### src/rtl/rt_pkg.sv
`timescale 1ns/1ps
package rt_pkg;
  typedef enum logic [1:0] {
    ST_ARM  = 2'd0,
    ST_PWRT = 2'd1,
    ST_OST  = 2'd2,
    ST_DONE = 2'd3
  } seq_state_t;

  localparam logic [2:0] MODE_LP  = 3'd0;
  localparam logic [2:0] MODE_XT  = 3'd1;
  localparam logic [2:0] MODE_HS  = 3'd2;
  localparam logic [2:0] MODE_EXT = 3'd3;
  localparam logic [2:0] MODE_RC  = 3'd4;
  localparam logic [2:0] MODE_INT = 3'd5;

  // crystal-type modes need the oscillator settle wait
  function automatic logic mode_is_crystal(input logic [2:0] m);
    return (m <= MODE_HS);
  endfunction

  // stage entered when the chain starts
  function automatic seq_state_t first_stage(input logic [2:0] m, input logic en_n);
    if (!en_n)               return ST_PWRT;
    else if (mode_is_crystal(m)) return ST_OST;
    else                     return ST_DONE;
  endfunction

  // stage entered when the power-up timer expires
  function automatic seq_state_t after_pwrt(input logic [2:0] m);
    return mode_is_crystal(m) ? ST_OST : ST_DONE;
  endfunction
endpackage

### src/rtl/rt_edge_sync.sv
`timescale 1ns/1ps
module rt_edge_sync #(
  parameter int STAGES = 2
) (
  input  logic clk,
  input  logic arst,
  input  logic async_in,
  output logic rise
);
  logic [STAGES:0] sh;

  genvar g;
  generate
    for (g = 0; g <= STAGES; g++) begin : g_stage
      always_ff @(posedge clk or posedge arst) begin
        if (arst)        sh[g] <= 1'b0;
        else if (g == 0) sh[g] <= async_in;
        else             sh[g] <= sh[(g == 0) ? 0 : g - 1];
      end
    end
  endgenerate

  assign rise = sh[STAGES-1] & ~sh[STAGES];
endmodule

### src/rtl/rt_ticker.sv
`timescale 1ns/1ps
module rt_ticker #(
  parameter int LIMIT = 16
) (
  input  logic clk,
  input  logic arst,
  input  logic clr,
  input  logic inc,
  output logic last
);
  localparam int W = (LIMIT > 1) ? $clog2(LIMIT) : 1;
  localparam logic [W-1:0] TOP = W'(LIMIT - 1);

  logic [W-1:0] cnt;

  always_ff @(posedge clk or posedge arst) begin
    if (arst)     cnt <= '0;
    else if (clr) cnt <= '0;
    else if (inc) cnt <= (cnt == TOP) ? '0 : cnt + 1'b1;
  end

  assign last = (cnt == TOP);
endmodule

### src/rtl/rt_seq_fsm.sv
`timescale 1ns/1ps
module rt_seq_fsm
  import rt_pkg::*;
(
  input  logic       clk,
  input  logic       arst,
  input  logic       restart,
  input  logic       wake,
  input  logic [2:0] mode,
  input  logic       en_n,
  input  logic       pwrt_last,
  input  logic       osc_rise,
  input  logic       ost_last,
  output seq_state_t state,
  output logic       pwrt_run,
  output logic       ost_run,
  output logic       pwrt_expired,
  output logic       ost_expired
);
  seq_state_t nxt;

  assign pwrt_run     = (state == ST_PWRT);
  assign ost_run      = (state == ST_OST);
  assign pwrt_expired = pwrt_run & pwrt_last;
  assign ost_expired  = ost_run & osc_rise & ost_last;

  always_comb begin
    nxt = state;
    case (state)
      ST_ARM:  nxt = first_stage(mode, en_n);
      ST_PWRT: if (pwrt_expired) nxt = after_pwrt(mode);
      ST_OST:  if (ost_expired)  nxt = ST_DONE;
      ST_DONE: if (wake && mode_is_crystal(mode)) nxt = ST_OST;
      default: nxt = ST_ARM;
    endcase
    if (restart) nxt = ST_ARM;
  end

  always_ff @(posedge clk or posedge arst) begin
    if (arst) state <= ST_ARM;
    else      state <= nxt;
  end
endmodule

### src/rtl/rt_timeout_seq.sv
`timescale 1ns/1ps
module rt_timeout_seq
  import rt_pkg::*;
#(
  parameter int PWRT_CYCLES = 4096,
  parameter int OST_CYCLES  = 1024,
  parameter int SYNC_STAGES = 2
) (
  input  logic       clk_sys,
  input  logic       osc_clk,
  input  logic       por_pulse,
  input  logic       bor_evt,
  input  logic       wake_evt,
  input  logic       ext_rst_n,
  input  logic [2:0] osc_mode,
  input  logic       pwrt_en_n,
  output logic       core_rst,
  output logic       seq_done
);
  seq_state_t fsm_state;
  logic osc_rise, pwrt_last, ost_last;
  logic pwrt_run, ost_run, pwrt_expired, ost_expired;

  rt_edge_sync #(.STAGES(SYNC_STAGES)) u_osc_sync (
    .clk(clk_sys), .arst(por_pulse), .async_in(osc_clk), .rise(osc_rise)
  );

  rt_ticker #(.LIMIT(PWRT_CYCLES)) u_pwrt (
    .clk(clk_sys), .arst(por_pulse), .clr(!pwrt_run),
    .inc(pwrt_run), .last(pwrt_last)
  );

  rt_ticker #(.LIMIT(OST_CYCLES)) u_ost (
    .clk(clk_sys), .arst(por_pulse), .clr(!ost_run),
    .inc(ost_run & osc_rise), .last(ost_last)
  );

  rt_seq_fsm u_fsm (
    .clk(clk_sys), .arst(por_pulse), .restart(bor_evt), .wake(wake_evt),
    .mode(osc_mode), .en_n(pwrt_en_n), .pwrt_last(pwrt_last),
    .osc_rise(osc_rise), .ost_last(ost_last), .state(fsm_state),
    .pwrt_run(pwrt_run), .ost_run(ost_run),
    .pwrt_expired(pwrt_expired), .ost_expired(ost_expired)
  );

  assign seq_done = (fsm_state == ST_DONE);
  assign core_rst = !ext_rst_n || !seq_done;
endmodule

### config.mk
export PLATFORM = sky130hd
export DESIGN_NAME = rt_timeout_seq
export DESIGN_NICKNAME = d
export VERILOG_FILES = /design/src/rtl/rt_pkg.sv /design/src/rtl/rt_edge_sync.sv /design/src/rtl/rt_ticker.sv /design/src/rtl/rt_seq_fsm.sv /design/src/rtl/rt_timeout_seq.sv
export SDC_FILE = /design/constraint.sdc
export NUM_CORES = 1
export LEC_CHECK = 0
export ABC_AREA = 1
export BUFFER_PORTS_ARGS = -buffer_cell sky130_fd_sc_hd__clkbuf_2
export CORE_MARGIN = 4
export CORE_UTILIZATION = 42
export CTS_BUF_LIST = sky130_fd_sc_hd__clkbuf_8
export CTS_CLUSTER_DIAMETER = 40
export CTS_CLUSTER_SIZE = 30
export DETAILED_ROUTE_END_ITERATION = 16
export HOLD_SLACK_MARGIN = 0.06
export MAX_ROUTING_LAYER = met4
export SLEW_MARGIN = 20
export SYNTH_ARGS = -nofsm -noshare
export SYNTH_HDL_FRONTEND = slang
export SYNTH_HIERARCHICAL = 1
export SYNTH_SLANG_ARGS = --single-unit
### constraint.sdc
create_clock -name clk_sys -period 1.6 [get_ports clk_sys]
set_input_delay 0.16 -clock clk_sys [delete_from_list [all_inputs] [get_ports clk_sys]]
set_output_delay 0.16 -clock clk_sys [all_outputs]
set_load 0.02 [all_outputs]
==> impl_metrics.ini <==
[timing]
slew_headroom_pct = 68.7
setup_viol = 0
report.final.hold_viol_count = 0
drv_slew = 0
fin_skew_ns = 0.00467
finalCritPeriodShare_pct = 93.8
fmax_mhz = 666
final.min_clock_period_ns = 1.50
rsz0062_at_grt = yes
worstMarginPinSlew_ns = 0.470

[critical_path]
slowest_stage = dfrtp_1
arrival_ns = 1.66
r2r_end = u_fsm/state[0]
cpMostUsedCell = nor2_1
critPathRequiredTime_ns = 1.76
crit_buf_inv = 2
rr_startpoint = u_ost/cnt[1]
worstSetupStartpointType = flop
path_delay_family = simple AND/OR/NAND/NOR gates
r2r_setup_slack_ns = 0.1
reg2reg_depth = 12
crit_chain = ha_2, nand3_2, nor2_4, nand3_2, inv_2, nand2_1, inv_2, nor2_2, nor2_1, nand2_1, nor2_1, nor2_1
slowest_delay_ns = 0.40
crit_fanout = 3
worstSetupEndpointType = flop
path_class = reg -> reg

[placed_design]
place_area_um2 = 1840
place_hpwl_um = 2440
port_buffers = 11
gp_congestion = 0.854

[global_routing]
grt.overflow.total = 0
antenna_found_initial = 0
grt_pass1_wl_um = 5540
grt_max_degree = 15
grt_pass1_vias = 1302
grt.total_usage_pct = 13.6

[finish]
register_area_um2 = 676
area_delta_synth_final_pct = 14.2
finish.instance_area_um2 = 1930
layout_commonest_cell = nand2_1
fin_nets = 263
multi_input_area_um2 = 847
final_cell_mix = nand2_1 (48), inv_1 (37), nor2_1 (29), dfrtp_1 (27), nand3_1 (12)
finalCoreUtilization_pct = 51.2
drive_gt1_share_pct = 24.4
num-fill-cells = 359
num_antenna_cells = 0

[clock_tree]
cts_tree = done
cts_buffers = 3
cts_root_buffer = clkbuf_8
h-tree-depth = 1
clk_pin_slew_ns = 0.09
cts_buffer_depth = 2
cts_num_sinks = 27
clk_latency_ns = 0.26

[hold_path]
hold_class = in -> reg
hold_start = bor_evt
hold_depth = 3
hold_end = u_fsm/state[1]

[logic_synthesis]
syn_area_per_cell_um2 = 7.49
synth.cell_area_um2 = 1690
synthCells = 226
synth_warnings = 6
syn_nets = 238

[power]
power_density_nw_per_um2 = 813
irDropWorstVdd_v = 0.000421
pwr-share-seq_pct = 46.7
p_leak_nw = 0.967
switching_share_pct = 33.8
internal_power_mw = 1.04
netSwitchingPower_mw = 0.531
pwr-share-clk_pct = 23.6
pwr-share-comb_pct = 29.8

[floorplanning]
core_um2 = 3770
io_pins = 12
die_w_um = 71.5
initial_core_util_pct = 44.9
num_rows = 22
fp.dieH_um = 71.5
dieArea_um2 = 5110

[detailed_routing]
vias = 1374
drt_iter0_markers = 65
wl_per_cell_um = 10.3
finalWirelength_um = 3070
first_pass_iters = 4
ant_nets = 0
route.detailed.drc = 0
vias_per_cell = 4.61

[run_status]
status = finished clean

[flow_run]
maxCapViolations = 0
sequential cells by signal, summed over array words and instances, names as in the netlist:
name,count
u_pwrt/cnt,12
u_fsm/state,2
u_osc_sync/sh,3
u_ost/cnt,10
cell type report:
type / count / share of cell area, %
multi-input combinational: 154 / 43.8
sequential: 27 / 35.0
inverter: 45 / 9.13
timing repair buffer: 20 / 6.61
tap: 48 / 3.11
clock buffer: 3 / 2.14
clock inverter: 1 / 0.194
layer usage:
layer	vias up	routed length (um)	global-route usage, %
met1	622	1550	18.5
met4	0	27	3.76
met3	2	55	2.10
met5	-	0	-
li1	743	-	-
met2	7	1440	20.9
how the worst max path moves through the flow:
| stage | start | endpoint | slack, ns | cells past startpoint |
|---|---|---|---|---|
| global route | u_ost/cnt[1] | u_fsm/state[0] | -0.04 | 12 |
| finish | u_ost/cnt[1] | u_fsm/state[0] | 0.1 | 12 |
| floorplan | u_fsm/state[1] | u_pwrt/cnt[7] | 0.17 | 9 |
| CTS | u_ost/cnt[1] | u_fsm/state[0] | 0.06 | 12 |
| detailed placement | u_ost/cnt[1] | u_fsm/state[0] | 0.06 | 12 |
| global placement | u_ost/cnt[0] | u_fsm/state[0] | 0.13 | 12 |
worst reg2reg max path, stage by stage, from the launching register on:
cell,delay [ns]
dfrtp_1,0.40
ha_2,0.21
nand3_2,0.11
nor2_4,0.12
nand3_2,0.10
inv_2,0.06
nand2_1,0.06
inv_2,0.06
nor2_2,0.04
nor2_1,0.07
nand2_1,0.05
nor2_1,0.09
nor2_1,0.04
power groups by stage:
stage	logic, mW	registers (mW)	clock network [mW]
6_report	0.467	0.733	0.370
3_5_place_dp	0.466	0.746	0
2_1_floorplan	0.331	0.751	0
4_1_cts	0.471	0.733	0.396
3_3_place_gp	0.466	0.747	0
5_1_grt	0.532	0.738	0.432
stage by stage:
| stage | setup TNS (ns) | power, mW | std cells | hold slack [ns] | setup slack [ns] |
|---|---|---|---|---|---|
| floorplan | 0 | 1.08 | 226 | -0.0988 | 0.170 |
| global placement | 0 | 1.21 | 289 | 0.0498 | 0.126 |
| detailed placement | 0 | 1.21 | 289 | 0.0529 | 0.0617 |
| CTS | 0 | 1.60 | 295 | 0.195 | 0.0581 |
| global route | -0.0682 | 1.70 | 298 | 0.204 | -0.0374 |
| finish | 0 | 1.57 | 298 | 0.187 | 0.0991 |
what timing repair did:
action	CTS	global route
endpoints found under the hold margin	28	0
setup buffers	0	3
setup endpoints to repair	0	5
hold buffers	2	0
resized for setup	0	6
Power figures use the tool's default switching activity.
